<file path="config.mk">
export PLATFORM = sky130hd
export DESIGN_NAME = hp_expander_sync
export DESIGN_NICKNAME = d
export VERILOG_FILES = /design/src/rtl/hpx_pkg.sv /design/src/rtl/hpx_irq_sync.sv /design/src/rtl/hpx_change_detect.sv /design/src/rtl/hpx_sched.sv /design/src/rtl/hp_expander_sync.sv
export SDC_FILE = /design/constraint.sdc
export NUM_CORES = 1
export LEC_CHECK = 0
export ABC_CLOCK_PERIOD_IN_PS = 4650
export BUFFER_PORTS_ARGS = -buffer_cell sky130_fd_sc_hd__buf_2
export CAP_MARGIN = 20
export CORE_MARGIN = 10
export CORE_UTILIZATION = 41
export DETAILED_ROUTE_END_ITERATION = 16
export PLACE_DENSITY = 0.78
export REMOVE_ABC_BUFFERS = 1
export SETUP_SLACK_MARGIN = 0.05
export SKIP_LAST_GASP = 1
export SYNTH_ARGS = -nofsm -noshare
export SYNTH_HDL_FRONTEND = slang
export SYNTH_SLANG_ARGS = --single-unit
</file>
<file path="constraint.sdc">
create_clock -name clk -period 4.65 [get_ports clk]
set_input_delay 1.1625 -clock clk [delete_from_list [all_inputs] [get_ports clk]]
set_output_delay 1.1625 -clock clk [all_outputs]
set_load 0.005 [all_outputs]
</file>
<file path="src/rtl/hpx_pkg.sv">
package hpx_pkg;

    typedef enum logic [1:0] {
        ST_OFF  = 2'd0,
        ST_IDLE = 2'd1,
        ST_BUSY = 2'd2
    } hpx_state_e;

    typedef struct packed {
        hpx_state_e state;
        logic       wr_pend;
        logic       rd_pend;
        logic       redo;
        logic       retry;
        logic       rnw;
        logic       err;
    } hpx_ctl_t;

endpackage

</file>
<file path="src/rtl/hpx_irq_sync.sv">
module hpx_irq_sync #(
    parameter int STAGES = 2
) (
    input  logic clk,
    input  logic rst_n,
    input  logic irq_n_async,
    input  logic irq_en,
    output logic irq_lvl
);

    logic [STAGES-1:0] sync_d, sync_q;

    always_comb begin
        sync_d = {sync_q[STAGES-2:0], irq_n_async};
    end

    always_ff @(posedge clk or negedge rst_n) begin
        if (!rst_n) sync_q <= '1;
        else        sync_q <= sync_d;
    end

    assign irq_lvl = irq_en & ~sync_q[STAGES-1];

endmodule

</file>
<file path="src/rtl/hpx_change_detect.sv">
module hpx_change_detect #(
    parameter int NUM_PORTS    = 4,
    parameter int OUT_PER_PORT = 4,
    localparam int OUT_W       = NUM_PORTS * OUT_PER_PORT
) (
    input  logic             clk,
    input  logic             rst_n,
    input  logic             arm,
    input  logic [OUT_W-1:0] vec,
    output logic             changed
);

    logic [OUT_W-1:0]     prev_d, prev_q;
    logic [NUM_PORTS-1:0] port_chg;

    for (genvar p = 0; p < NUM_PORTS; p++) begin : g_port
        assign port_chg[p] = vec[p*OUT_PER_PORT +: OUT_PER_PORT]
                          != prev_q[p*OUT_PER_PORT +: OUT_PER_PORT];
    end

    always_comb begin
        prev_d  = vec;
        changed = arm & (|port_chg);
    end

    always_ff @(posedge clk or negedge rst_n) begin
        if (!rst_n) prev_q <= '0;
        else        prev_q <= prev_d;
    end

endmodule

</file>
<file path="src/rtl/hpx_sched.sv">
module hpx_sched
    import hpx_pkg::*;
#(
    parameter int OUT_W       = 16,
    parameter int IN_W        = 16,
    parameter int SYNC_STAGES = 2
) (
    input  logic             clk,
    input  logic             rst_n,
    input  logic             cfg_done,
    input  logic             changed,
    input  logic             irq_lvl,
    input  logic [OUT_W-1:0] hp_out,
    input  logic             m_done,
    input  logic             m_error,
    input  logic [IN_W-1:0]  m_rdata,
    output logic             armed,
    output logic             m_req,
    output logic             m_rnw,
    output logic [OUT_W-1:0] m_wdata,
    output logic [IN_W-1:0]  hp_in,
    output logic             err_sticky
);

    localparam int HOLD_W = $clog2(SYNC_STAGES + 1);

    hpx_ctl_t          c_q, c_d;
    logic [OUT_W-1:0]  wdata_d, wdata_q;
    logic [IN_W-1:0]   hin_d, hin_q;
    logic [HOLD_W-1:0] hold_d, hold_q;
    logic              irq_ok;

    always_comb begin
        c_d     = c_q;
        wdata_d = wdata_q;
        hin_d   = hin_q;
        hold_d  = (hold_q != '0) ? hold_q - 1'b1 : '0;
        // interrupt level is ignored until the synchronizer reflects a finished read
        irq_ok  = irq_lvl && (hold_q == '0);

        if (c_q.state != ST_OFF && changed) c_d.wr_pend = 1'b1;

        case (c_q.state)
            ST_OFF: begin
                if (cfg_done) begin
                    c_d.state   = ST_IDLE;
                    c_d.wr_pend = 1'b1;
                    c_d.rd_pend = 1'b1;
                end
            end
            ST_IDLE: begin
                if (c_q.redo) begin
                    c_d.state = ST_BUSY;
                    c_d.redo  = 1'b0;
                    c_d.retry = 1'b1;
                end else if (c_q.wr_pend || changed) begin
                    c_d.state   = ST_BUSY;
                    c_d.rnw     = 1'b0;
                    c_d.retry   = 1'b0;
                    c_d.wr_pend = 1'b0;
                    wdata_d     = hp_out;
                end else if (c_q.rd_pend || irq_ok) begin
                    c_d.state   = ST_BUSY;
                    c_d.rnw     = 1'b1;
                    c_d.retry   = 1'b0;
                    c_d.rd_pend = 1'b0;
                end
            end
            ST_BUSY: begin
                if (m_done) begin
                    c_d.state = ST_IDLE;
                    if (c_q.rnw) hold_d = HOLD_W'(SYNC_STAGES);
                    if (m_error) begin
                        if (!c_q.retry) begin
                            c_d.redo = 1'b1;
                        end else begin
                            c_d.err   = 1'b1;
                            c_d.retry = 1'b0;
                        end
                    end else begin
                        c_d.retry = 1'b0;
                        if (c_q.rnw) hin_d = m_rdata;
                    end
                end
            end
            default: c_d.state = ST_OFF;
        endcase
    end

    always_ff @(posedge clk or negedge rst_n) begin
        if (!rst_n) begin
            c_q     <= '{state: ST_OFF, default: 1'b0};
            wdata_q <= '0;
            hin_q   <= '0;
            hold_q  <= '0;
        end else begin
            c_q     <= c_d;
            wdata_q <= wdata_d;
            hin_q   <= hin_d;
            hold_q  <= hold_d;
        end
    end

    assign armed      = (c_q.state != ST_OFF);
    assign m_req      = (c_q.state == ST_BUSY);
    assign m_rnw      = c_q.rnw;
    assign m_wdata    = wdata_q;
    assign hp_in      = hin_q;
    assign err_sticky = c_q.err;

    // request and its payload hold until completion
    assert_req_hold_R4: assert property (@(posedge clk) disable iff (!rst_n)
        (m_req && !m_done) |=> (m_req && $stable(m_rnw) && $stable(m_wdata)));

    // input image moves only on a successful read completion
    assert_in_update_R5: assert property (@(posedge clk) disable iff (!rst_n)
        (hin_q != $past(hin_q)) |-> $past(m_done && !m_error && m_rnw && m_req));

    // sticky flag only after a failed reissue
    assert_err_cause_R11: assert property (@(posedge clk) disable iff (!rst_n)
        $rose(err_sticky) |-> $past(m_done && m_error && c_q.retry));

    assert_err_hold_R11: assert property (@(posedge clk) disable iff (!rst_n)
        err_sticky |=> err_sticky);

    // a first failure is followed by a return to idle, never the sticky flag
    assert_first_fail_R10: assert property (@(posedge clk) disable iff (!rst_n)
        (m_req && m_done && m_error && !c_q.retry) |=> (!m_req && !$rose(err_sticky)));

endmodule

</file>
<file path="src/rtl/hp_expander_sync.sv">
module hp_expander_sync #(
    parameter int NUM_PORTS    = 4,
    parameter int OUT_PER_PORT = 4,
    parameter int IN_PER_PORT  = 4,
    parameter int ADDR_W       = 7,
    parameter int SYNC_STAGES  = 2,
    localparam int OUT_W       = NUM_PORTS * OUT_PER_PORT,
    localparam int IN_W        = NUM_PORTS * IN_PER_PORT
) (
    input  logic              clk,
    input  logic              rst_n,
    input  logic              cfg_done,
    input  logic              irq_en,
    input  logic [ADDR_W-1:0] exp_addr,
    input  logic [OUT_W-1:0]  hp_out,
    input  logic              exp_int_n,
    output logic [IN_W-1:0]   hp_in,
    output logic              err_sticky,
    output logic              m_req,
    output logic              m_rnw,
    output logic [ADDR_W-1:0] m_addr,
    output logic [OUT_W-1:0]  m_wdata,
    input  logic              m_done,
    input  logic              m_error,
    input  logic [IN_W-1:0]   m_rdata
);

    logic irq_lvl;
    logic changed;
    logic armed;

    hpx_irq_sync #(.STAGES(SYNC_STAGES)) u_sync (
        .clk         (clk),
        .rst_n       (rst_n),
        .irq_n_async (exp_int_n),
        .irq_en      (irq_en),
        .irq_lvl     (irq_lvl)
    );

    hpx_change_detect #(
        .NUM_PORTS    (NUM_PORTS),
        .OUT_PER_PORT (OUT_PER_PORT)
    ) u_chg (
        .clk     (clk),
        .rst_n   (rst_n),
        .arm     (armed),
        .vec     (hp_out),
        .changed (changed)
    );

    hpx_sched #(
        .OUT_W       (OUT_W),
        .IN_W        (IN_W),
        .SYNC_STAGES (SYNC_STAGES)
    ) u_sched (
        .clk        (clk),
        .rst_n      (rst_n),
        .cfg_done   (cfg_done),
        .changed    (changed),
        .irq_lvl    (irq_lvl),
        .hp_out     (hp_out),
        .m_done     (m_done),
        .m_error    (m_error),
        .m_rdata    (m_rdata),
        .armed      (armed),
        .m_req      (m_req),
        .m_rnw      (m_rnw),
        .m_wdata    (m_wdata),
        .hp_in      (hp_in),
        .err_sticky (err_sticky)
    );

    assign m_addr = exp_addr;

    // independent record of configuration completion
    logic cfg_seen_d, cfg_seen_q;
    always_comb cfg_seen_d = cfg_seen_q | cfg_done;
    always_ff @(posedge clk or negedge rst_n) begin
        if (!rst_n) cfg_seen_q <= 1'b0;
        else        cfg_seen_q <= cfg_seen_d;
    end

    assert_quiet_until_cfg_R1: assert property (@(posedge clk) disable iff (!rst_n)
        m_req |-> cfg_seen_q);

endmodule

</file>
* Word-level counts from Yosys, hierarchy flattened
Cells that the tools add are included.
** Storage, ports and cells
- Register bits after elaboration :: 60
** Operators by class
- $add $sub $neg :: 1
- Eq/ne operators :: 14
- Multiplexer cells :: 23
- Bitwise operators :: 5
- Reduce and logical (&&, ||, !) cells :: 20
** Operators by type and width (count)
- $mux 2 :: 12
- $ne 4x4->1 :: 4
- $reduce_and 3->1 :: 4
- $reduce_and 4->1 :: 3
- $reduce_bool 2->1 :: 5
- $ne 2x2->1 const B :: 4
- $pmux 2 s2 :: 2
- $mux 1 :: 7
- $ne 2x1->1 const B :: 3
- $pmux 2 s3 :: 1
- $reduce_and 5->1 :: 1
- $logic_not 2->1 :: 2
- $mux 4 :: 1
- $ne 4x1->1 const B :: 1
- $reduce_or 4->1 :: 1
- $not 1->1 :: 3
- $and 1x1->1 :: 2
- $eq 2x1->1 const B :: 1
- $eq 2x2->1 const B :: 1
- $logic_and 1x1->1 :: 2
- $logic_or 1x1->1 :: 2
- $sub 2x1->2 const B :: 1

* Longest topological paths before layout
Gate-level depths: netlist of run 1.
- Depth in word-level cells :: 8
- Gate-level depth with buffers :: 7
- Mapped depth without buffers :: 7

* Hierarchy
Synthesis of run 1 repeated with hierarchy kept, for this count alone.
** Unflattened totals
- Cells, all modules :: 166
- Area total of the unflattened synthesis :: 2404.8 um2
** Modules (own cells, without submodules)
- hpx_sched :: times used 1, cells each 119, area an instance 1709.1 um2
- hpx_change_detect :: times used 1, cells each 37, area an instance 576.8 um2
- hpx_irq_sync :: times used 1, cells each 3, area an instance 66.3 um2
- hp_expander_sync :: times used 1, cells each 7, area an instance 52.6 um2

* Worst setup path after synthesis of run 1
No wires, ideal clock.
- Path kind :: input to register
- Start :: in hp_out[1]
- End :: reg u_sched.wdata_q[0] (netlist: u_sched.m_wdata[0])
- Arrival time :: 2.565 ns
- Data required time :: 4.525 ns
- Setup slack :: 1.960 ns
- Stages :: 6
- Path buffers :: 1
- Path through :: xor2_1 > nor4_2 > a41oi_2 > o21bai_4 > buf_12 > mux2_4
** On the way
- Longest elaborated chain between the ends :: 5
** Ends and longest elaborated chain
- from (decl) :: line hp_expander_sync.sv:15 : input logic [OUT_W-1:0] hp_out,
- $ne 4x4->1 :: line hpx_change_detect.sv:18 : != prev_q[p*OUT_PER_PORT +: OUT_PER_PORT];
- $reduce_or 4->1 :: line hpx_change_detect.sv:23 : changed = arm & (|port_chg);
- $and 1x1->1 :: line hpx_change_detect.sv:23
- $logic_or 1x1->1 :: line hpx_sched.sv:56 : end else if (c_q.wr_pend || changed) begin
- $reduce_and 3->1 (no source line)
- to (signal assigned) :: line hpx_sched.sv:98 : wdata_q <= wdata_d;
- to (decl) :: line hpx_sched.sv:28 : logic [OUT_W-1:0] wdata_d, wdata_q;
Every way passes these cells.
A chain may end at the register's enable or synchronous reset.

* Worst setup path after layout of run 1
- Start :: in hp_out[1]
- End :: reg u_sched.wdata_q[8] (netlist: u_sched.m_wdata[8])
Same word-level chain as after synthesis.

==> impl_results.md, run 1 <==
* Status: completed
* Period utilization at 60.6%
* CP Capture Type: register
* Synthesized area per cell at 14.6 sq um
* Largest net degree at the start of global routing at 41
* # diodes at 0
* Post-synthesis instance total at 174
* Reg clk slew, reported paths at 60 ps
* Starting density of the core at 42.7%
* Setup violators final at 0
* Worst-Margin Slew at 899 ps
* Worst reg-to-reg path cell count at 5
* Crit Reg-Reg Startpoint: u_chg.prev_q[1]
* Power Dens Cells at 620 nW/um^2
* Share of the synthesized area in the top cell type at 57.1%
* Placer Congestion at 0.810
* Dpl cells at 312
* Gr usage total at 11.1%
* Worst R2R End: u_sched.m_wdata[8]
* Yosys reg bits at 60
* Initial antenna violation count at 0
* Hold Crit Depth at 0
* Hold_ws at 361 ps
* Hold path start: u_sync.sync_q[0]
* Nets at 298
* Crit-path max FO at 17
* DRC at 0
* Finished Layout Cells at 327
* Core ar. at 5960 sq um
* Fill count at 548
* Share of cells above drive strength 1 at 51.6%
* EDFF count, synth at 0
* Compound-Gate Fraction of Synth Area at 7.39%
* Top post-synthesis cells by area: dfrtp_1 57%, mux2_2 11%, xor2_1 5.5%, mux2_4 5.3%, buf_4 2.1%
* DIE AREA at 9750 sq um
* Sequential area share after synthesis at 59.2%
* Cell area after synthesis at 2540 sq um
* First-pass GRT wire length at 8.67 mm
* CTS tree: built
* Synth cell count leaders: 58 x dfrtp_1, 24 x mux2_2, 16 x xor2_1
* Clock root buffer: clkbuf_8
* Fin. max-slew vios at 0
* Grt total ovfl at 0
* Cell taking the most area after synthesis: dfrtp_1
* Main combinational cell family by area after synthesis: multiplexers
* Worst slew margin at 40.0%
* Htree depth at 3
* Flop-to-flop setup slack at 2370 ps
* Die width at 98.7 um
* Vias per cell at 4.94
* Synth Area in Adders at 1.97%
* CP Launch Type: input port
* YS warnings at 0
* Tot Pwr at 1.94 mW
* Crit path required time at 4860 ps
* CTS Sinks at 60
* Standard-cell rows at 28
* Post-synthesis simple-gate area fraction at 5.91%
* Post-CTS Repair Setup Buffers at 0
* Max Freq at 355 MHz
* IO Count at 88
* Cts repair resizes at 0
* Synth async-reset ratio at 100%
* Final WL at 5.36 mm
* Die outline height at 98.7 um
* Final TNS setup at 0 ps
* Leading cell type by number of instances after synthesis: dfrtp_1
* Fin. Hold Viols at 0
* Total of max-cap violations at 0
* RSZ-0062 raised after global routing: false
* Initial DRT Pass Iterations at 4
* Synth Area in XOR/XNOR at 5.51%
* Number of global-route vias before repair at 1,718
* Clock latency on the worst-skew pair at 330 ps
* DPL Wire Length at 3.88 mm
* Worst endpoint data arrival time at 3030 ps
* 1st-iter DRT viols at 67
* WHS Endpoint: u_sync.sync_q[1]
* Multiplexer area fraction after synthesis at 16.0%
* Num CTS Buffers at 9
* Critical Setup Path Class: input port to register
* Most used DFF post-synth: dfrtp_1
* Syn-to-layout area delta at 23.0%
* Mean routed wirelength per cell at 16.4 um
* Detail Route Antenna Nets at 0
* Vias at 1,615
* Peak VDD IR at 313 uV
* Hold WC Path Type: register to register
* Netlist cell types at 40
* Min Tclk post-route at 2820 ps
* Post-CTS Hold Buffers at 0
* IO Port Bufs at 73
* Worst Clk Skew at 5.21 ps
* Bufs on Longest Clock Path at 2
* Pleak at 1.52 nW
cell families (layout without fill, tap and decap cells):
logic type                 count (synthesis)  in the layout
muxes                                     33             33
and+or+nand+nor                           22             22
adders and majority gates                  4              4
buffers and inverters                     16             94
AOI/OAI and AO/OA                         23             23
xor gates and xnor gates                  16             16
DFF                                       60             60
layout make-up:
| type | count | area, sq um | area share (%) |
|---|---|---|---|
| Sequential cell | 60 | 1500 | 48.1 |
| Multi-Input combinational cell | 98 | 933 | 29.9 |
| Timing Repair Buffer | 74 | 373 | 11.9 |
| Clock buffer | 14 | 173 | 5.52 |
| Inverter | 5 | 18.8 | 0.600 |
| Tap cell | 75 | 93.8 | 3.00 |
| Clock inverter | 1 | 30.0 | 0.961 |
state kept, by name, indices dropped and copies added, names as in the netlist:
| name | count |
|---|---|
| u_chg.prev_q | 16 |
| u_sched.c_q | 6 |
| u_sched.err_sticky | 1 |
| u_sched.hold_q | 2 |
| u_sched.hp_in | 16 |
| u_sched.m_rnw | 1 |
| u_sched.m_wdata | 16 |
| u_sync.sync_q | 2 |
metrics by stage:
stage               util, %  cell area [sq um]  setup slack [ps]
finish                 52.5               3130              1830
global route           52.5               3130              1740
CTS                    52.5               3130              1810
detailed placement     49.1               2920              1460
global placement       49.1               2920              1520
floorplan                 -               2460              1870
how the worst max path moves through the flow:
stage                    from             endpoint  slack (ps)  cells past startpoint
CTS                 hp_out[1]   u_sched.m_wdata[8]        1810                      6
global route        hp_out[1]  u_sched.m_wdata[10]        1740                      6
detailed placement  hp_out[1]   u_sched.m_wdata[8]        1460                      6
finish              hp_out[1]   u_sched.m_wdata[8]        1830                      6
global placement    hp_out[1]   u_sched.m_wdata[9]        1520                      6
floorplan           hp_out[1]  u_sched.m_wdata[10]        1870                      5
where the power goes:
group          internal, mW  switching, mW
logic                 0.373          0.284
registers             0.698          0.102
clock network         0.289          0.192
worst max-delay path, stage by stage:
cell	delay, ps
buf_2	110
xor2_1	140
nor4_2	380
a41oi_2	260
o21bai_4	550
mux2_2	400
placed cells by master (no fill, tap or decap), drive strengths merged, types with 2 or more instances in the layout:
| cell | instances |
|---|---|
| nand2 | 3 |
| a21oi | 3 |
| buf | 74 |
| nor2 | 4 |
| xor2 | 16 |
| mux2 | 33 |
| a31oi | 2 |
| o21ai | 4 |
| clkbuf | 14 |
| a41oi | 2 |
| nand2b | 2 |
| nand3 | 2 |
| nor4 | 5 |
| dfrtp | 58 |
| ha | 4 |
| inv | 5 |
| dfstp | 2 |
routing by layer:
layer / routed length [um] / up-vias / track usage [%] / share of wire, %
met4: 76 / 0 / 4.85 / 1.4
li1: - / 762 / - / -
met3: 360 / 7 / 5.59 / 6.7
met5: 0 / - / 0 / 0
met2: 2480 / 57 / 16.0 / 46
met1: 2440 / 789 / 13.7 / 46
Power figures use the tool's default switching activity.
==> inputs of run 2 (changes only) <==
- ABC_CLOCK_PERIOD_IN_PS: 4650 -> 2650
- clock period: 4.65 -> 2.65 ns (I/O delays scaled with it)
==> run 2 against run 1 <==
Net effect: critical path depth grew 1; worst hold slack lost 20 ps; critical endpoint is now u_sched.c_q[6]; count of clock-buffer cells in the layout shrank 2; power grew 77%; highest routed layer is now met3.
==> impl_results.md, run 2 (synthesis gave the netlist of run 1 again) <==
* Crit-path max FO at 8 (-9)
* Clock latency on the worst-skew pair at 340 ps (about the same)
* Htree depth at 3 (unchanged)
* RSZ-0062 raised after global routing: false
* Worst slew margin at 58.5% (+18 points)
* Max Freq at 480 MHz
* Worst R2R End: u_sched.c_q[6]
* Bufs on Longest Clock Path at 2 (unchanged)
* Clock root buffer: clkbuf_8
* Die outline height at 98.7 um (unchanged)
* Setup violators final at 0 (unchanged)
* Crit path required time at 2890 ps (-1970 ps)
* Fill count at 526 (-4.0%)
* Worst Clk Skew at 11.7 ps (+6.49 ps)
* Reg clk slew, reported paths at 70 ps (about the same)
* Cts repair resizes at 0 (unchanged)
* Standard-cell rows at 28 (unchanged)
* Post-Place Worst Slack at 234 ps (-1220 ps)
* Total of max-cap violations at 0 (unchanged)
* Hold_ws at 341 ps (-19.6 ps)
* Initial DRT Pass Iterations at 4 (unchanged)
* Number of global-route vias before repair at 1,684 (-2.0%)
* Most frequent cells in the layout: 73 x buf_2, 58 x dfrtp_1, 24 x mux2_2
* Grt total ovfl at 0 (unchanged)
* CP Launch Type: register
* Placer Congestion at 0.831 (+2.6%)
* Period utilization at 78.7%
* Worst-Margin Slew at 613 ps (-286 ps)
* Worst endpoint data arrival time at 2320 ps (-710 ps)
* CP Capture Type: register
* IO Port Bufs at 73 (unchanged)
* Reg area at 1500 sq um (unchanged)
* Initial antenna violation count at 0 (unchanged)
* # diodes at 0 (unchanged)
* Critical Setup Path Class: register to register
* Area after DPL at 2950 sq um (+0.94%)
* Flop-to-flop setup slack at 570 ps (-1800 ps)
* First-pass GRT wire length at 8.34 mm (-3.8%)
* Post-CTS Repair Setup Buffers at 0 (unchanged)
* Pleak at 1.54 nW (+1.2%)
* Num CTS Buffers at 9 (unchanged)
* Post-CTS Hold Buffers at 0 (unchanged)
* Peak VDD IR at 748 uV (+140%)
* IO Count at 88 (unchanged)
* Min Tclk post-route at 2080 ps
* Most common cell after layout, fill and taps aside: buf_2
* Nets at 300 (+0.67%)
* Fin. Hold Viols at 0 (unchanged)
* Vias at 1,621 (+0.37%)
* Worst reg-to-reg path cell count at 7 (+2)
* Core ar. at 5960 sq um (unchanged)
* Setup crit start: u_sched.c_q[7]
* DPL Wire Length at 3.89 mm (+0.18%)
* Final WL at 5.16 mm (-3.7%)
* Setup WS post-layout at 565 ps (-1270 ps)
* Gr usage total at 10.6% (-0.48 points)
* DRC at 0 (unchanged)
* Share of cells above drive strength 1 at 52.5% (+0.96 points)
* Starting density of the core at 42.7% (unchanged)
* Detail Route Antenna Nets at 0 (unchanged)
* Die width at 98.7 um (unchanged)
* Fin. max-slew vios at 0 (unchanged)
* 1st-iter DRT viols at 115 (+72%)
* Status: completed
* CTS Sinks at 60 (unchanged)
* Hold WC Path Type: input port to async pin
* Fin area at 3150 sq um (+0.92%)
* Crit Reg-Reg Startpoint: u_sched.c_q[7]
* Largest net degree at the start of global routing at 31 (-24%)
* Vias per cell at 4.91 (-0.54%)
* Power Dens Cells at 1090 nW/um^2 (+75%)
* Footprint of the multi-input gates at 933 sq um (unchanged)
* CTS tree: built
* Syn-to-layout area delta at 24.1%
* Final TNS setup at 0 ps (unchanged)
* Mean routed wirelength per cell at 15.6 um (-4.6%)
* DIE AREA at 9750 sq um (unchanged)
[run 2: changes by cell type in the layout (fill, tap and decap cells not counted)]
cell,previous run,this run
clkinv_2,0,2
buf_12,0,1
buf_4,1,2
clkbuf_1,2,1
clkbuf_8,12,11
clkinv_4,0,1
[run 2: area by class of cell]
cell class              instances  share of cell area [%]
flip-flops and latches         60                    47.7
multi-input cells              98                    29.6
repair buffers                 76                    12.7
clock buffers                  12                    4.92
well taps                      75                    2.98
clock inverters                 4                    1.55
inverters                       5                   0.595
[run 2: worst max-delay path by stage]
| stage | end | slack [ps] | cells past startpoint |
|---|---|---|---|
| floorplan | u_sched.m_wdata[10] | 370 | 5 |
| global placement | u_sched.m_wdata[9] | 250 | 7 |
| detailed placement | u_sched.m_wdata[6] | 230 | 7 |
| CTS | m_req | 570 | 3 |
| global route | u_sched.c_q[6] | 400 | 7 |
| finish | u_sched.c_q[6] | 570 | 7 |
[run 2: critical path: stages (launching register included)]
cell and delay, ps:
dfrtp_1 430, inv_1 150, ha_1 210, nand2b_1 140, o41a_1 510, a41oi_1 260, o21ai_0 110, a211oi_1 180
[run 2: metrics by stage]
| stage | utilization (%) | instances | power, mW |
|---|---|---|---|
| 5_1_grt | 53.0 | 330 | 3.65 |
| 4_1_cts | 53.0 | 330 | 3.47 |
| 3_3_place_gp | 49.5 | 314 | 2.59 |
| 3_5_place_dp | 49.5 | 314 | 2.63 |
| 6_report | 53.0 | 330 | 3.42 |
| 2_1_floorplan | - | 163 | 2.12 |
[run 2: per-layer routing]
metal	global-route usage [%]	up-vias	share of wire, %
li1	-	766	-
met1	12.7	793	46
met2	15.3	62	47
met3	5.45	0	7.0
met4	5.29	0	0
met5	0	-	0
[run 2: power by group]
group | switching [mW] | leakage, nW | total, mW | internal (mW)
clock | 0.344 | 0.106 | 0.828 | 0.484
sequential | 0.181 | 0.719 | 1.41 | 1.23
combinational | 0.503 | 0.711 | 1.19 | 0.686
==> inputs of run 3 (changes only) <==
- ABC_CLOCK_PERIOD_IN_PS: 2650 -> 1900
- PLACE_DENSITY: 0.78 -> 0.8
- clock period: 2.65 -> 1.9 ns (I/O delays scaled with it)
==> run 3 against run 2 <==
Net effect: highest routed layer is now met4; worst setup slack got worse by 650 ps; worst hold slack got worse by 230 ps; clock skew about the same; count of clock-buffer cells in the layout unchanged; via count increased by 9.2%; the flow now finishes with violations (negative setup slack); non-clock buffer count increased by 29; register-to-register slack got worse by 650 ps; cell area increased by 12%; cell count increased by 8.8%.
==> impl_results.md, run 3 (synthesis gave the netlist of run 1 again) <==
* Detail Route Antenna Nets at 0 (unchanged)
* Period utilization at 104% (+26 points)
* Peak VDD IR at 991 uV (+33%)
* Syn-to-layout area delta at 39.2%
* First-pass GRT wire length at 9.62 mm (+15%)
* Reg clk slew, reported paths at 70 ps (about the same)
* Clock root buffer: clkbuf_8
* Worst-Margin Slew at 529 ps (-84.2 ps)
* Initial antenna violation count at 0 (unchanged)
* Die width at 98.7 um (unchanged)
* Area after DPL at 3130 sq um (+6.1%)
* Hold WC Path Type: input port to async pin
* CP Launch Type: register
* 1st-iter DRT viols at 109 (-5.2%)
* IO Port Bufs at 73 (unchanged)
* # diodes at 0 (unchanged)
* Power Dens Cells at 1570 nW/um^2 (+45%)
* Pleak at 1.74 nW (+13%)
* Buf/Inv on CP at 2 (+1)
* Crit path required time at 2110 ps (-780 ps)
* Htree depth at 3 (unchanged)
* Critical Setup Path Class: register to register
* Hold_ws at 111 ps (-230 ps)
* Fin. max-slew vios at 0 (unchanged)
* Standard-cell rows at 28 (unchanged)
* Clock latency on the worst-skew pair at 340 ps (about the same)
* CP max stage delay at 370 ps (-140 ps)
* Slowest stage cell, crit path: dfrtp_1
* CP Capture Type: register
* Setup WS post-layout at -84.5 ps (-650 ps)
* Setup violators final at 18 (+18)
* IO Count at 88 (unchanged)
* Vias per cell at 4.93 (+0.37%)
* Total of max-cap violations at 0 (unchanged)
* Worst Clk Skew at 11.8 ps (+0.131 ps)
* Critical path's top delay family: flip-flops
* Starting density of the core at 42.7% (unchanged)
* RSZ-0062 raised after global routing: true
* Num CTS Buffers at 9 (unchanged)
* CTS Sinks at 60 (unchanged)
* Most common cell after layout, fill and taps aside: buf_2
* Die outline height at 98.7 um (unchanged)
* DRC at 0 (unchanged)
* CTS tree: built
* Post-CTS Hold Buffers at 0 (unchanged)
* CP Cell Sequence: xor2_1 -> nor4_2 -> buf_4 -> a41oi_4 -> o21bai_4 -> buf_6 -> mux2_4
* Worst endpoint data arrival time at 2200 ps (-120 ps)
* DPL Wire Length at 4.45 mm (+14%)
* Max Freq at 504 MHz (+5.1%)
* Largest net degree at the start of global routing at 30 (-3.2%)
* Min Tclk post-route at 1980 ps (-100 ps)
* Tot Pwr at 5.55 mW (+62%)
* Fin. Hold Viols at 0 (unchanged)
* Gr usage total at 12.2% (+1.6 points)
* Crit-path max FO at 6 (-2)
* Most frequent cells in the layout: 73 x buf_2, 57 x dfrtp_1, 25 x buf_4
* Core ar. at 5960 sq um (unchanged)
* Placer Congestion at 0.882 (+6.1%)
* Nets at 329 (+9.7%)
* Fin area at 3540 sq um (+12%)
* DIE AREA at 9750 sq um (unchanged)
* Worst slew margin at 64.7% (+6.2 points)
* Crit Reg-Reg Startpoint: u_chg.prev_q[1]
* Fill count at 474 (-9.9%)
* Mean routed wirelength per cell at 16.8 um (+7.4%)
* Violated checks: negative setup slack
* Vias at 1,770 (+9.2%)
* Share of cells above drive strength 1 at 59.9% (+7.3 points)
* Initial DRT Pass Iterations at 4 (unchanged)
* Final WL at 6.02 mm (+17%)
* Setup crit start: u_chg.prev_q[1]
* Grt total ovfl at 0 (unchanged)
* Bufs on Longest Clock Path at 2 (unchanged)
* Number of global-route vias before repair at 1,929 (+15%)
* Status: finished, violations left
## run 3: layer usage
metal	global-route usage (%)	vias up	part of all wire, %
met2	19.9	68	50
li1	-	826	-
met3	4.40	6	5.1
met1	14.4	870	44
met5	0	-	0
met4	4.63	0	1.2
## run 3: repair_timing
item / in CTS / in global routing
buffers inserted: 2 / 4
pin swaps: 7 / 4
resized for setup: 17 / 12
hold endpoints to repair: 0 / 0
setup endpoints to repair: 17 / 38
## run 3: worst register-to-register path, stage by stage, from the launching register on
cell and delay (ps):
dfrtp_1 370, xor2_1 150, nor4_2 330, buf_4 190, a41oi_4 140, o21bai_4 220, buf_6 170, mux2_4 310
## run 3: worst paths after layout
path                            slack, ps                  to  cells after the start
worst max-delay path                  -80  u_sched.m_wdata[9]                      7
worst min-delay path                  110  u_sched.m_wdata[5]                      1
worst max register to register        -80  u_sched.m_wdata[9]                      7
worst min register to register        360    u_sync.sync_q[1]                      0
max in group asynchronous            1200  u_sched.err_sticky                      2
min in group clk                      240    u_sync.sync_q[0]                      1
## run 3: through the flow
step	setup WS (ps)	instances	utilization, %	TNS, ps
2_1_floorplan	-194	163	-	-2680
3_3_place_gp	-281	338	52.6	-4460
3_5_place_dp	-319	338	52.6	-5160
4_1_cts	-111	356	58.3	-1730
5_1_grt	-175	359	59.4	-2640
6_report	-84.5	359	59.4	-1210
## run 3: report_power, final
group	leakage, nW	total (mW)	switching, mW	internal [mW]
sequential	0.718	1.97	0.260	1.71
combinational	0.898	2.14	0.866	1.28
clock	0.127	1.43	0.490	0.942
## run 3: area by class of cell
class,instances,area [sq um],share of cell area (%)
clock buffer,12,155,4.39
multi-input combinational,98,1030,29.1
sequential,60,1510,42.6
tap,75,93.8,2.65
timing repair buffer,105,641,18.1
clock inverter,4,95.1,2.69
inverter,5,18.8,0.531
